`src/rtl/ftrk_pkg.sv`:
```
package ftrk_pkg;

    // Execute slot occupancy classes
    typedef enum logic [1:0] {
        EX_EMPTY = 2'd0,
        EX_CLEAN = 2'd1,
        EX_FAULT = 2'd2,
        EX_BRK   = 2'd3
    } ex_state_e;

    // Offset added to the faulting address for the return address
    localparam int unsigned RET_OFS = 4;

    // Class of an instruction entering execute; fault outranks breakpoint
    function automatic ex_state_e classify(input logic vld, input logic flt, input logic bkpt);
        if (!vld)      return EX_EMPTY;
        else if (flt)  return EX_FAULT;
        else if (bkpt) return EX_BRK;
        else           return EX_CLEAN;
    endfunction

endpackage

```
`src/rtl/ftrk_dec_slot.sv`:
```
module ftrk_dec_slot #(
    parameter int AW = 32
) (
    input  logic          clk,
    input  logic          rst_n,
    input  logic          flush,
    input  logic          dec_load,
    input  logic          ex_load,
    input  logic          fe_valid,
    input  logic          fe_fault,
    input  logic          fe_bkpt,
    input  logic [AW-1:0] fe_addr,
    output logic          dec_vld,
    output logic          dec_flt,
    output logic          dec_bkpt,
    output logic [AW-1:0] dec_addr
);

    always_ff @(posedge clk or negedge rst_n) begin
        if (!rst_n) begin
            dec_vld  <= 1'b0;
            dec_flt  <= 1'b0;
            dec_bkpt <= 1'b0;
            dec_addr <= '0;
        end else if (flush) begin
            dec_vld  <= 1'b0;
            dec_flt  <= 1'b0;
            dec_bkpt <= 1'b0;
        end else if (dec_load) begin
            dec_vld  <= fe_valid;
            dec_flt  <= fe_valid & fe_fault;
            dec_bkpt <= fe_valid & fe_bkpt;
            dec_addr <= fe_addr;
        end else if (ex_load) begin
            dec_vld  <= 1'b0;
            dec_flt  <= 1'b0;
            dec_bkpt <= 1'b0;
        end
    end

endmodule

```
`src/rtl/ftrk_ex_fsm.sv`:
```
module ftrk_ex_fsm
    import ftrk_pkg::*;
#(
    parameter int AW = 32
) (
    input  logic          clk,
    input  logic          rst_n,
    input  logic          load,
    input  ex_state_e     in_kind,
    input  logic [AW-1:0] in_addr,
    input  logic          ex_go,
    input  logic          halt_dbg_en,
    output ex_state_e     state,
    output logic          abort_take,
    output logic          debug_enter,
    output logic [AW-1:0] ret_addr
);

    ex_state_e     state_nx;
    logic [AW-1:0] ex_addr;
    logic          fire_abt;
    logic          fire_dbg;

    // Next state: completion empties the slot, a load overrides it
    always_comb begin
        state_nx = state;
        unique case (state)
            EX_EMPTY: state_nx = EX_EMPTY;
            EX_CLEAN,
            EX_FAULT,
            EX_BRK:   if (ex_go) state_nx = EX_EMPTY;
            default:  state_nx = EX_EMPTY;
        endcase
        if (load) state_nx = in_kind;
    end

    always_comb begin
        fire_abt = 1'b0;
        fire_dbg = 1'b0;
        unique case (state)
            EX_FAULT: fire_abt = ex_go;
            EX_BRK: begin
                fire_abt = ex_go & ~halt_dbg_en;
                fire_dbg = ex_go &  halt_dbg_en;
            end
            default: ;
        endcase
    end

    // State register
    always_ff @(posedge clk or negedge rst_n) begin
        if (!rst_n) begin
            state   <= EX_EMPTY;
            ex_addr <= '0;
        end else begin
            state <= state_nx;
            if (load) ex_addr <= in_addr;
        end
    end

    // Registered outputs
    always_ff @(posedge clk or negedge rst_n) begin
        if (!rst_n) begin
            abort_take  <= 1'b0;
            debug_enter <= 1'b0;
            ret_addr    <= '0;
        end else begin
            abort_take  <= fire_abt;
            debug_enter <= fire_dbg;
            ret_addr    <= (fire_abt | fire_dbg) ? ex_addr + AW'(RET_OFS) : '0;
        end
    end

endmodule

```
`src/rtl/fetch_fault_tracker.sv`:
```
module fetch_fault_tracker
    import ftrk_pkg::*;
#(
    parameter int AW = 32
) (
    input  logic          clk,
    input  logic          rst_n,
    input  logic          fe_valid,
    input  logic          fe_fault,
    input  logic          fe_bkpt,
    input  logic [AW-1:0] fe_addr,
    input  logic          dec_load,
    input  logic          ex_load,
    input  logic          ex_go,
    input  logic          flush,
    input  logic          cond_pass,
    input  logic          halt_dbg_en,
    output logic          abort_take,
    output logic          debug_enter,
    output logic [AW-1:0] ret_addr
);

    logic          dec_vld;
    logic          dec_flt;
    logic          dec_bkpt;
    logic [AW-1:0] dec_addr;
    logic          ex_take;
    ex_state_e     ex_kind;
    ex_state_e     ex_state;

    // Flushed decode contents never reach execute
    assign ex_take = ex_load & ~flush;
    assign ex_kind = classify(dec_vld, dec_flt, dec_bkpt);

    ftrk_dec_slot #(.AW(AW)) u_dec (
        .clk      (clk),
        .rst_n    (rst_n),
        .flush    (flush),
        .dec_load (dec_load),
        .ex_load  (ex_load),
        .fe_valid (fe_valid),
        .fe_fault (fe_fault),
        .fe_bkpt  (fe_bkpt),
        .fe_addr  (fe_addr),
        .dec_vld  (dec_vld),
        .dec_flt  (dec_flt),
        .dec_bkpt (dec_bkpt),
        .dec_addr (dec_addr)
    );

    ftrk_ex_fsm #(.AW(AW)) u_ex (
        .clk         (clk),
        .rst_n       (rst_n),
        .load        (ex_take),
        .in_kind     (ex_kind),
        .in_addr     (dec_addr),
        .ex_go       (ex_go),
        .halt_dbg_en (halt_dbg_en),
        .state       (ex_state),
        .abort_take  (abort_take),
        .debug_enter (debug_enter),
        .ret_addr    (ret_addr)
    );

endmodule

```
`config.mk`:
```
export PLATFORM = sky130hd
export DESIGN_NAME = fetch_fault_tracker
export DESIGN_NICKNAME = d
export VERILOG_FILES = /design/src/rtl/ftrk_pkg.sv /design/src/rtl/ftrk_dec_slot.sv /design/src/rtl/ftrk_ex_fsm.sv /design/src/rtl/fetch_fault_tracker.sv
export SDC_FILE = /design/constraint.sdc
export NUM_CORES = 1
export LEC_CHECK = 0
export ABC_AREA = 1
export BUFFER_PORTS_ARGS = -buffer_cell sky130_fd_sc_hd__buf_2
export CAP_MARGIN = 15
export CORE_ASPECT_RATIO = 0.7
export CORE_MARGIN = 1
export CORE_UTILIZATION = 45
export CTS_CLUSTER_DIAMETER = 60
export DETAILED_ROUTE_END_ITERATION = 10
export GPL_ROUTABILITY_DRIVEN = 0
export HOLD_SLACK_MARGIN = 0.12
export PLACE_DENSITY = 0.65
export SLEW_MARGIN = 20
export SYNTH_ARGS = -nofsm -noshare
export SYNTH_HDL_FRONTEND = slang
export SYNTH_HIERARCHICAL = 1
export SYNTH_SLANG_ARGS = --single-unit
```
`constraint.sdc`:
```
create_clock -name clk -period 3.1 [get_ports clk]
set_clock_uncertainty 0.15 [all_clocks]
set_input_delay 0.155 -clock clk [delete_from_list [all_inputs] [get_ports clk]]
set_output_delay 0.155 -clock clk [all_outputs]
set_load 0.05 [all_outputs]
```
==> results of run 1 <==
-- per-stage QoR --
stage	total power (W)	hold slack, ps	util	worst slack, ps	cell area (um2)
2_1_floorplan	0.00175	-291	-	1680	4430
3_3_place_gp	0.00187	93.6	0.529	1270	4910
3_5_place_dp	0.00189	94.1	0.529	1270	4910
4_1_cts	0.00312	258	0.638	582	5930
5_1_grt	0.00325	318	0.640	338	5940
6_report	0.00310	257	0.640	532	5940
-- worst max path at each step --
stage               depth (start not counted)                         from                          end
floorplan                                   7  u_ex/ex_addr[2]$_DFFE_PN0P_  u_ex/ret_addr[14]$_DFF_PN0_
global placement                            4    u_ex/state[1]$_DFFE_PN0P_  u_ex/ret_addr[10]$_DFF_PN0_
detailed placement                          4    u_ex/state[1]$_DFFE_PN0P_  u_ex/ret_addr[10]$_DFF_PN0_
CTS                                         7                        flush    u_dec/dec_vld$_DFFE_PN0P_
global route                                7                        flush    u_dec/dec_vld$_DFFE_PN0P_
finish                                      7                        flush    u_dec/dec_vld$_DFFE_PN0P_
-- state kept, by name, summed over array words and instances, names as in the netlist --
name and count:
u_dec/dec_addr 32, u_ex/ex_addr 32, u_ex/ret_addr 32, u_ex/state 2, u_dec/dec_bkpt 1, u_dec/dec_flt 1
u_dec/dec_vld 1, u_ex/abort_take 1, u_ex/debug_enter 1
-- cells by family (layout without fill, tap and decap cells) --
family,Yosys count,in the layout,synth area share
fa+ha+maj,1,1,0.00283
compound gates,50,50,0.0576
flops,103,103,0.582
simple gates,331,331,0.311
buf+inv,47,197,0.0444
xor+xnor,1,1,0.00198
-- power by group through the flow --
| stage | clock network, W | logic, W | registers, W |
|---|---|---|---|
| final | 0.00117 | 0.000349 | 0.00159 |
| after global placement | 0 | 0.000275 | 0.00160 |
| after detailed placement | 0 | 0.000282 | 0.00160 |
| after floorplan | 0 | 0.000185 | 0.00157 |
| after CTS | 0.00120 | 0.000343 | 0.00158 |
| after global routing | 0.00125 | 0.000402 | 0.00160 |
-- cells in the final DEF (no fill, tap or decap) --
cell type      instances
clkbuf_8               3
nand2_4                2
clkinvlp_4             1
xor2_1                 1
nand2_2                1
dfrtp_1              103
buf_2                 74
a21oi_1               20
or2_2                  1
nor2_4                 9
buf_8                  1
o21ai_0               27
nand3_1               16
o21ai_1                1
nor2_2                 4
nand4_1                2
nor3_1                 5
inv_1                 32
and2_1                 2
bufinv_16              1
clkbuf_16              9
clkinv_2               1
nand3b_1               1
nor2_1                61
dlygate4sd3_1         70
nand2_1              227
ha_1                   1
inv_6                  1
o21a_1                 2
buf_4                  4
-- routing by layer --
metal | vias to the layer above | share of wire | GRT usage
met5 | - | 0 | 0
met4 | 0 | 0.010 | 0.0572
met3 | 10 | 0.062 | 0.0551
met2 | 118 | 0.43 | 0.328
met1 | 1764 | 0.50 | 0.326
li1 | 1945 | - | -
-- final cells by class --
type	count	area share
clock buffer	12	0.0448
inverter	32	0.0202
sequential	103	0.434
timing repair buffer	149	0.188
tap	124	0.0261
multi-input combinational	383	0.279
clock inverter	4	0.00863
-- critical path: cells and delay by family --
kind / cells / cell delay (ps)
buf+inv: 4 / 1800
simple gates: 3 / 740
==> results.md, run 1 <==
* Total global routing overflow at 0
* Net Sw Power at 0.000793 W
* RSZ-0062 raised after global routing: false
* Vias in the first global route at about 3,700
* Status: completed
* Layout cells sized above 1 at 0.164
* CP arrival at 2700 ps
* Core area at 9290 um2
* Min-delay worst type: input port to async pin
* Netlist Area Pre-Place at 4430 um2
* Placed insts at 720
* Fillers at ~800
* Post-synthesis cell count at 533
* Final hold violation count at 0
* Crit-path most repeated cell: dlygate4sd3_1
* H-tree levels at 3
* Area Growth Syn to Fin at 34.2%
* Worst Setup End Kind: register
* Synth area leaders: dfrtp_1 (58%), nand2_1 (19%), nor2_1 (5.3%)
* Area of the multi-input gates at between 1500 and 2000 um2
* CP max FO at 33
* IO buf count at 75
* Final period utilization at 0.829
* Filler-free cell count of the finished design at between 800 and 900
* Type of the worst setup path: input port to register
* Leading area contributor after synthesis: dfrtp_1
* Sum Neg Setup Slack at 0 ps
* Router iterations before antenna repair at 5
* Yosys warns at 6
* Power Internal at around 0.0023 W
* Worst VDD drop at 0.379 mV
* Worst path slowest cell: dlygate4sd3_1
* Clock Latency Late Sink at 340 ps
* CP Cell Sequence: dlygate4sd3_1, buf_2, nor2_4, nand2_1, dlygate4sd3_1, nand2_1, dlygate4sd3_1
* Async SR Flop Fraction at 1.00
* Synth cell count leaders: nand2_1 (227), dfrtp_1 (103), nor2_1 (62), inv_1 (32), o21ai_0 (27)
* Die area at 10,200 um2
* Die extent in x at 121 um
* Detail Placement HPWL at 6.83 mm
* Reg2reg end: u_ex/ret_addr[10]$_DFF_PN0_
* Sequential power share at 0.511
* Syn_area_per_cell at 8.31 um2
* Slew margin rel. at 0.520
* Vias/cell at 4.75
* Main synth FF type: dfrtp_1
* Sink Count at 103
* Initial Utilization at 0.477
* EDFF count, synth at 0
* Largest net degree at the start of global routing at 56
* Hold Buf Count CTS at 70
* CP Launch Type: input port
* 1st-iter DRT viols at 236
* Post-synth net total at between 500 and 600
* I/O pin cnt at 77
* Max Cap Viol at 0
* Leak at 2.95 nW
* Bufs on Longest Clock Path at 2
* Initial antenna violation count at 0
* Avg WL per Cell at between 10 and 15 um
* Routed Antenna Nets at 0
* Reg2reg setup slack at between 1000 and 1500 ps
* Cells on worst reg2reg path at 4
* Nets at slightly above 700
* Detailed-route DRC error count at 0
* Final Max Slew Viols at 0
* PD cells at 522 nW/um2
* Setup violators final at 0
* ANT cells at 0
* Synthesized flop and latch total at 103
* Row count at 29
* Post-CTS sizing at 0
* Crit path required time at 3230 ps
* Post-synthesis cell type count at 23
* GRT Overall Usage at 0.221
* Clock power share at 0.376
* Routed WL at 10.2 mm
* R2R Path Start: u_ex/state[1]$_DFFE_PN0P_
* CTS tree: built
* CTS buffer count at 9
* Root Driver: clkbuf_16
* DIE HEIGHT at between 80 and 90 um
* CTS clk-pin slew, worst paths at 70 ps
* First-pass GRT wire length at about 17 mm
* Yosys top cell area share at 0.582
* FF+latch area at 2580 um2
* Slew at the pin with the worst max-slew slack at 719 ps
* Logic pwr share at 0.112
* Most common cell in the synthesized netlist: nand2_1
* Fmax at 389 MHz
* Sequential element share of the synthesized area at 0.582
* Tmin final at 2570 ps
* Switching part of the total at 0.256
* Post CTS Setup Buffer Count at 0
* Slowest Stage Delay on Critical Path at 590 ps
* Vias at 3,837
Note: power is estimated with default switching activity, not from simulation.
==> inputs of run 2 (changes only) <==
Clock period 3.1 ns to 2.45 ns, I/O delays scaled along.
==> results.md, run 2 (synthesized netlist as in run 1, its figures left out) <==
* Status: completed
* Final period utilization at 0.814
* Sink Count at 103 (unchanged)
* Detail Placement HPWL at 6.78 mm (-0.67%)
* Crit path required time at 2590 ps (-640 ps)
* Fmax at approximately 500 MHz
* Reg2reg setup slack at 790 ps (-420 ps)
* CTS clk-pin slew, worst paths at 70 ps (about the same)
* Detailed-route DRC error count at 0 (unchanged)
* Nets at 731 (+1.2%)
* Leak at 2.96 nW (+0.27%)
* 1st-iter DRT viols at 316 (+34%)
* CP arrival at 2140 ps (-560 ps)
* Slowest Stage Delay on Critical Path at 590 ps (about the same)
* Slew at the pin with the worst max-slew slack at 694 ps (-24.3 ps)
* Post-route setup slack at 456 ps (-75.9 ps)
* CP max FO at 33 (unchanged)
* First-pass GRT wire length at 17.8 mm (+1.9%)
* Clock Latency Late Sink at 350 ps (about the same)
* Highest-count cells in the layout ignoring fill and taps: nand2_1 (227), dfrtp_1 (103), dlygate4sd3_1 (77), buf_2 (74), nor2_1 (61)
* Post-CTS sizing at 0 (unchanged)
* H-tree levels at 3 (unchanged)
* Vias in the first global route at 3,735 (+1.9%)
* Final Max Slew Viols at 0 (unchanged)
* Most common cell after layout, fill and taps aside: nand2_1
* Worst Setup End Kind: register
* Bufs on Longest Clock Path at 2 (unchanged)
* Cells on worst reg2reg path at 7 (+3)
* Type of the worst setup path: input port to register
* R2R Path Start: u_ex/ex_addr[3]$_DFFE_PN0P_
* Tmin final at about 2000 ps
* Routed Antenna Nets at 0 (unchanged)
* Die extent in x at 121 um (unchanged)
* Row count at 29 (unchanged)
* Post CTS Setup Buffer Count at 0 (unchanged)
* ANT cells at 0 (unchanged)
* PD cells at 628 nW/um2 (+20%)
* Layout cells sized above 1 at 0.165 (+0.000757)
* Critical path's top delay family: buffers and inverters
* IO buf count at 75 (unchanged)
* Initial antenna violation count at 0 (unchanged)
* DIE HEIGHT at 85.0 um (unchanged)
* Worst VDD drop at 0.397 mV (+4.9%)
* CP Launch Type: input port
* Crit path buf inv count at 4 (unchanged)
* Die area at 10,200 um2 (unchanged)
* Router iterations before antenna repair at 8 (+3)
* Root Driver: clkbuf_16
* Slew margin rel. at 0.536 (+0.0157)
* Fillers at 790 (-3.9%)
* Max Cap Viol at 0 (unchanged)
* Hold Buf Count CTS at 77 (+10%)
* Final hold violation count at 0 (unchanged)
* I/O pin cnt at 77 (unchanged)
* Top Registers: u_dec/dec_addr x32, u_ex/ex_addr x32, u_ex/ret_addr x32
* Routed WL at 10.1 mm (-0.49%)
* Setup violators final at 0 (unchanged)
* RSZ-0062 raised after global routing: false
* Levels on crit path at 7 (unchanged)
* Reg2reg end: u_ex/ret_addr[18]$_DFF_PN0_
* Worst path slowest cell: dlygate4sd3_1
* CTS buffer count at 9 (unchanged)
* Avg WL per Cell at 12.4 um (-1.6%)
* Vias/cell at 4.75 (-0.18%)
* GRT Overall Usage at 0.227 (+0.00516)
* CTS tree: built
* Largest net degree at the start of global routing at 56 (unchanged)
* Vias at 3,873 (+0.94%)
* Min-delay worst type: input port to async pin
* Core area at 9290 um2 (unchanged)
* Area Growth Syn to Fin at 35.5%
* CP Cell Sequence: buf_2, inv_1, nor2_4, nand2_1, dlygate4sd3_1, nand2_1, dlygate4sd3_1
* Total global routing overflow at 0 (unchanged)
* Worst slack, placed at 807 ps (-459 ps)
* Sum Neg Setup Slack at 0 ps (unchanged)
* Initial Utilization at 0.477 (unchanged)
## run 2: cell types whose count changed in the layout (fill, tap and decap cells not counted)
cell	change
clkinv_2	+3
dlygate4sd3_1	+7
clkbuf_8	-3
bufinv_16	-1
buf_12	+2
inv_6	+1
buf_8	-1
buf_4	+1
## run 2: layer usage
metal / part of all wire / vias to the layer above / GRT usage
li1: - / 1957 / -
met1: 0.50 / 1793 / 0.327
met2: 0.43 / 115 / 0.336
met3: 0.058 / 8 / 0.0625
met4: 0.010 / 0 / 0.0651
met5: 0 / - / 0
## run 2: worst max-delay path by stage
| stage | startpoint | to | slack (ps) |
|---|---|---|---|
| 2_1_floorplan | u_ex/ex_addr[2]$_DFFE_PN0P_ | u_ex/ret_addr[14]$_DFF_PN0_ | 1030 |
| 3_3_place_gp | u_ex/ex_addr[3]$_DFFE_PN0P_ | u_ex/ret_addr[28]$_DFF_PN0_ | 850 |
| 3_5_place_dp | u_ex/ex_addr[3]$_DFFE_PN0P_ | u_ex/ret_addr[14]$_DFF_PN0_ | 810 |
| 4_1_cts | dec_load | u_dec/dec_vld$_DFFE_PN0P_ | 460 |
| 5_1_grt | dec_load | u_dec/dec_vld$_DFFE_PN0P_ | 320 |
| 6_report | dec_load | u_dec/dec_vld$_DFFE_PN0P_ | 460 |
## run 2: metrics by stage
step	hold WS, ps	cells	utilization	power, W	cell area [um2]
final	193	816	0.646	0.00376	6000
after global placement	49.2	723	0.534	0.00238	4960
after floorplan	-323	533	-	0.00222	4430
after global routing	238	816	0.646	0.00398	6000
after CTS	178	816	0.646	0.00379	6000
after detailed placement	53.6	723	0.534	0.00239	4960
## run 2: layout make-up
type	instances	area [um2]	area share
tap	124	155	0.0259
inverter	32	120	0.0200
multi-input combinational	383	1660	0.276
clock inverter	7	45.0	0.00751
sequential	103	2580	0.430
timing repair buffer	158	1220	0.203
clock buffer	9	225	0.0375
## run 2: power breakdown
group | switching [W] | total (W) | internal [W]
logic | 0.000253 | 0.000450 | 0.000197
clock network | 0.000624 | 0.00131 | 0.000688
registers | 0.000148 | 0.00200 | 0.00185
total | 0.00102 | 0.00376 | 0.00274
==> inputs of run 3 (changes only) <==
Clock period 2.45 ns to 2 ns, I/O delays scaled along.
==> results.md, run 3 (synthesized netlist as in run 1, its figures left out) <==
* CP Capture Point: u_dec/dec_flt$_DFFE_PN0P_
* Layout cells sized above 1 at 0.166 (+0.00121)
* Routed Antenna Nets at 0 (unchanged)
* Worst VDD drop at 0.490 mV (+23%)
* CTS clk-pin slew, worst paths at 70 ps (about the same)
* Detailed-route DRC error count at 0 (unchanged)
* Initial antenna violation count at 0 (unchanged)
* PD cells at 794 nW/um2 (+27%)
* Tmin final at approximately 2000 ps
* CP Launch Type: input port
* Die area at 10,200 um2 (unchanged)
* Crit path required time at 2080 ps (-510 ps)
* DP Area at 4970 um2 (+0.20%)
* DIE HEIGHT at 85.0 um (unchanged)
* Type of the worst setup path: input port to register
* Leak at 3.01 nW (+1.6%)
* Slew at the pin with the worst max-slew slack at 706 ps (+11.4 ps)
* Setup violators final at 0 (unchanged)
* Max Cap Viol at 0 (unchanged)
* Routed WL at 10.8 mm (+6.2%)
* Die extent in x at 121 um (unchanged)
* Reg2reg end: u_ex/ret_addr[14]$_DFF_PN0_
* CP Launch Point: fe_fault
* Final hold violation count at 0 (unchanged)
* I/O pin cnt at 77 (unchanged)
* Nets at 738 (+0.96%)
* Fillers at 809 (+2.4%)
* Final period utilization at 0.982
* Fmax at 509 MHz
* Area Growth Syn to Fin at 37.7%
* Vias/cell at 4.84 (+2.0%)
* Final instance area at 6100 um2 (+1.6%)
* Vias at 3,983 (+2.8%)
* Vias in the first global route at 3,747 (+0.32%)
* 1st-iter DRT viols at 303 (-4.1%)
* GRT Overall Usage at 0.234 (+0.00729)
* CTS buffer count at 9 (unchanged)
* Avg WL per Cell at 13.1 um (+5.3%)
* Cells on worst reg2reg path at 7 (unchanged)
* IO buf count at 75 (unchanged)
* ANT cells at 0 (unchanged)
* RSZ-0062 raised after global routing: false
* CP arrival at 2040 ps (-100 ps)
* CP max FO at 1 (-97%)
* Router iterations before antenna repair at 5 (-3)
* Post-CTS sizing at 0 (unchanged)
* Highest-count cells in the layout ignoring fill and taps: nand2_1 (227), dfrtp_1 (103), dlygate4sd3_1 (81), buf_2 (74), nor2_1 (61)
* Bufs on Longest Clock Path at 2 (unchanged)
* Top Registers: u_dec/dec_addr x32, u_ex/ex_addr x32, u_ex/ret_addr x32
* Min-delay worst type: input port to async pin
* Most common cell after layout, fill and taps aside: nand2_1
* Row count at 29 (unchanged)
* H-tree levels at 3 (unchanged)
* Detail Placement HPWL at 7.16 mm (+5.5%)
* Reg2reg setup slack at 380 ps (-410 ps)
* Largest net degree at the start of global routing at 45 (-20%)
* CTS tree: built
* Final Max Slew Viols at 0 (unchanged)
* Total global routing overflow at 0 (unchanged)
* R2R Path Start: u_ex/ex_addr[3]$_DFFE_PN0P_
* Sink Count at 103 (unchanged)
* First-pass GRT wire length at 18.4 mm (+3.5%)
* Clock Latency Late Sink at 340 ps (about the same)
* Root Driver: clkbuf_16
* Core area at 9290 um2 (unchanged)
* Post CTS Setup Buffer Count at 0 (unchanged)
* Sum Neg Setup Slack at 0 ps (unchanged)
* Slew margin rel. at 0.528 (-0.00760)
* Status: completed
* Worst Setup End Kind: register
* Initial Utilization at 0.477 (unchanged)
[run 3: changes by cell type in the layout (fill, tap and decap cells not counted), sizes merged]
cell         before  now
buf              81   84
clkbuf            9   13
dlygate4sd3      77   81
clkinv            4    0
clkinvlp          1    0
bufinv            0    1
[run 3: timing repair]
item | in CTS | in global routing
hold buffers | 81 | 0
endpoints found under the hold margin | 147 | 0
setup endpoints to repair | 0 | 0
[run 3: through the flow]
step	utilization	hold WS (ps)	power [W]	worst slack, ps	std cells
2_1_floorplan	-	-346	0.00272	580	533
3_3_place_gp	0.535	-169	0.00292	424	726
3_5_place_dp	0.535	-165	0.00294	389	726
4_1_cts	0.656	168	0.00487	124	823
5_1_grt	0.656	189	0.00509	9.96	823
6_report	0.656	159	0.00484	36.5	823
[run 3: worst min path at each step]
stage,start,end,cells past startpoint
6_report,rst_n,u_ex/ex_addr[11]$_DFFE_PN0P_,3
4_1_cts,flush,u_ex/ex_addr[29]$_DFFE_PN0P_,5
3_3_place_gp,rst_n,u_ex/ret_addr[6]$_DFF_PN0_,1
5_1_grt,rst_n,u_ex/ex_addr[8]$_DFFE_PN0P_,3
3_5_place_dp,rst_n,u_ex/ret_addr[4]$_DFF_PN0_,1
2_1_floorplan,rst_n,u_dec/dec_addr[0]$_DFFE_PN0P_,0
[run 3: metal layers]
layer	track usage	vias up	part of all wire
met4	0.0572	0	0.0082
met5	0	-	0
met1	0.350	1876	0.49
met3	0.0517	11	0.067
met2	0.346	122	0.44
li1	-	1974	-
[run 3: power by group]
part / internal [W] / leakage (nW) / switching, W
combinational: 0.000248 / 1.50 / 0.000316
sequential: 0.00227 / 1.35 / 0.000185
clock: 0.00108 / 0.157 / 0.000738
total: 0.00360 / 3.01 / 0.00124
[run 3: worst max-delay path: stages]
cell and delay [ps]:
dlygate4sd3_1 540, buf_2 130, nand4_1 90, dlygate4sd3_1 560
nand2_1 60, dlygate4sd3_1 560
[run 3: cell type report]
cell class                 instances  area (um2)  share of cell area
multi-input combinational        383        1660               0.272
timing repair buffer             165        1270               0.208
sequential                       103        2580               0.423
clock buffer                      13         270              0.0443
clock inverter                     3        47.5             0.00780
tap                              124         155              0.0255
inverter                          32         120              0.0197
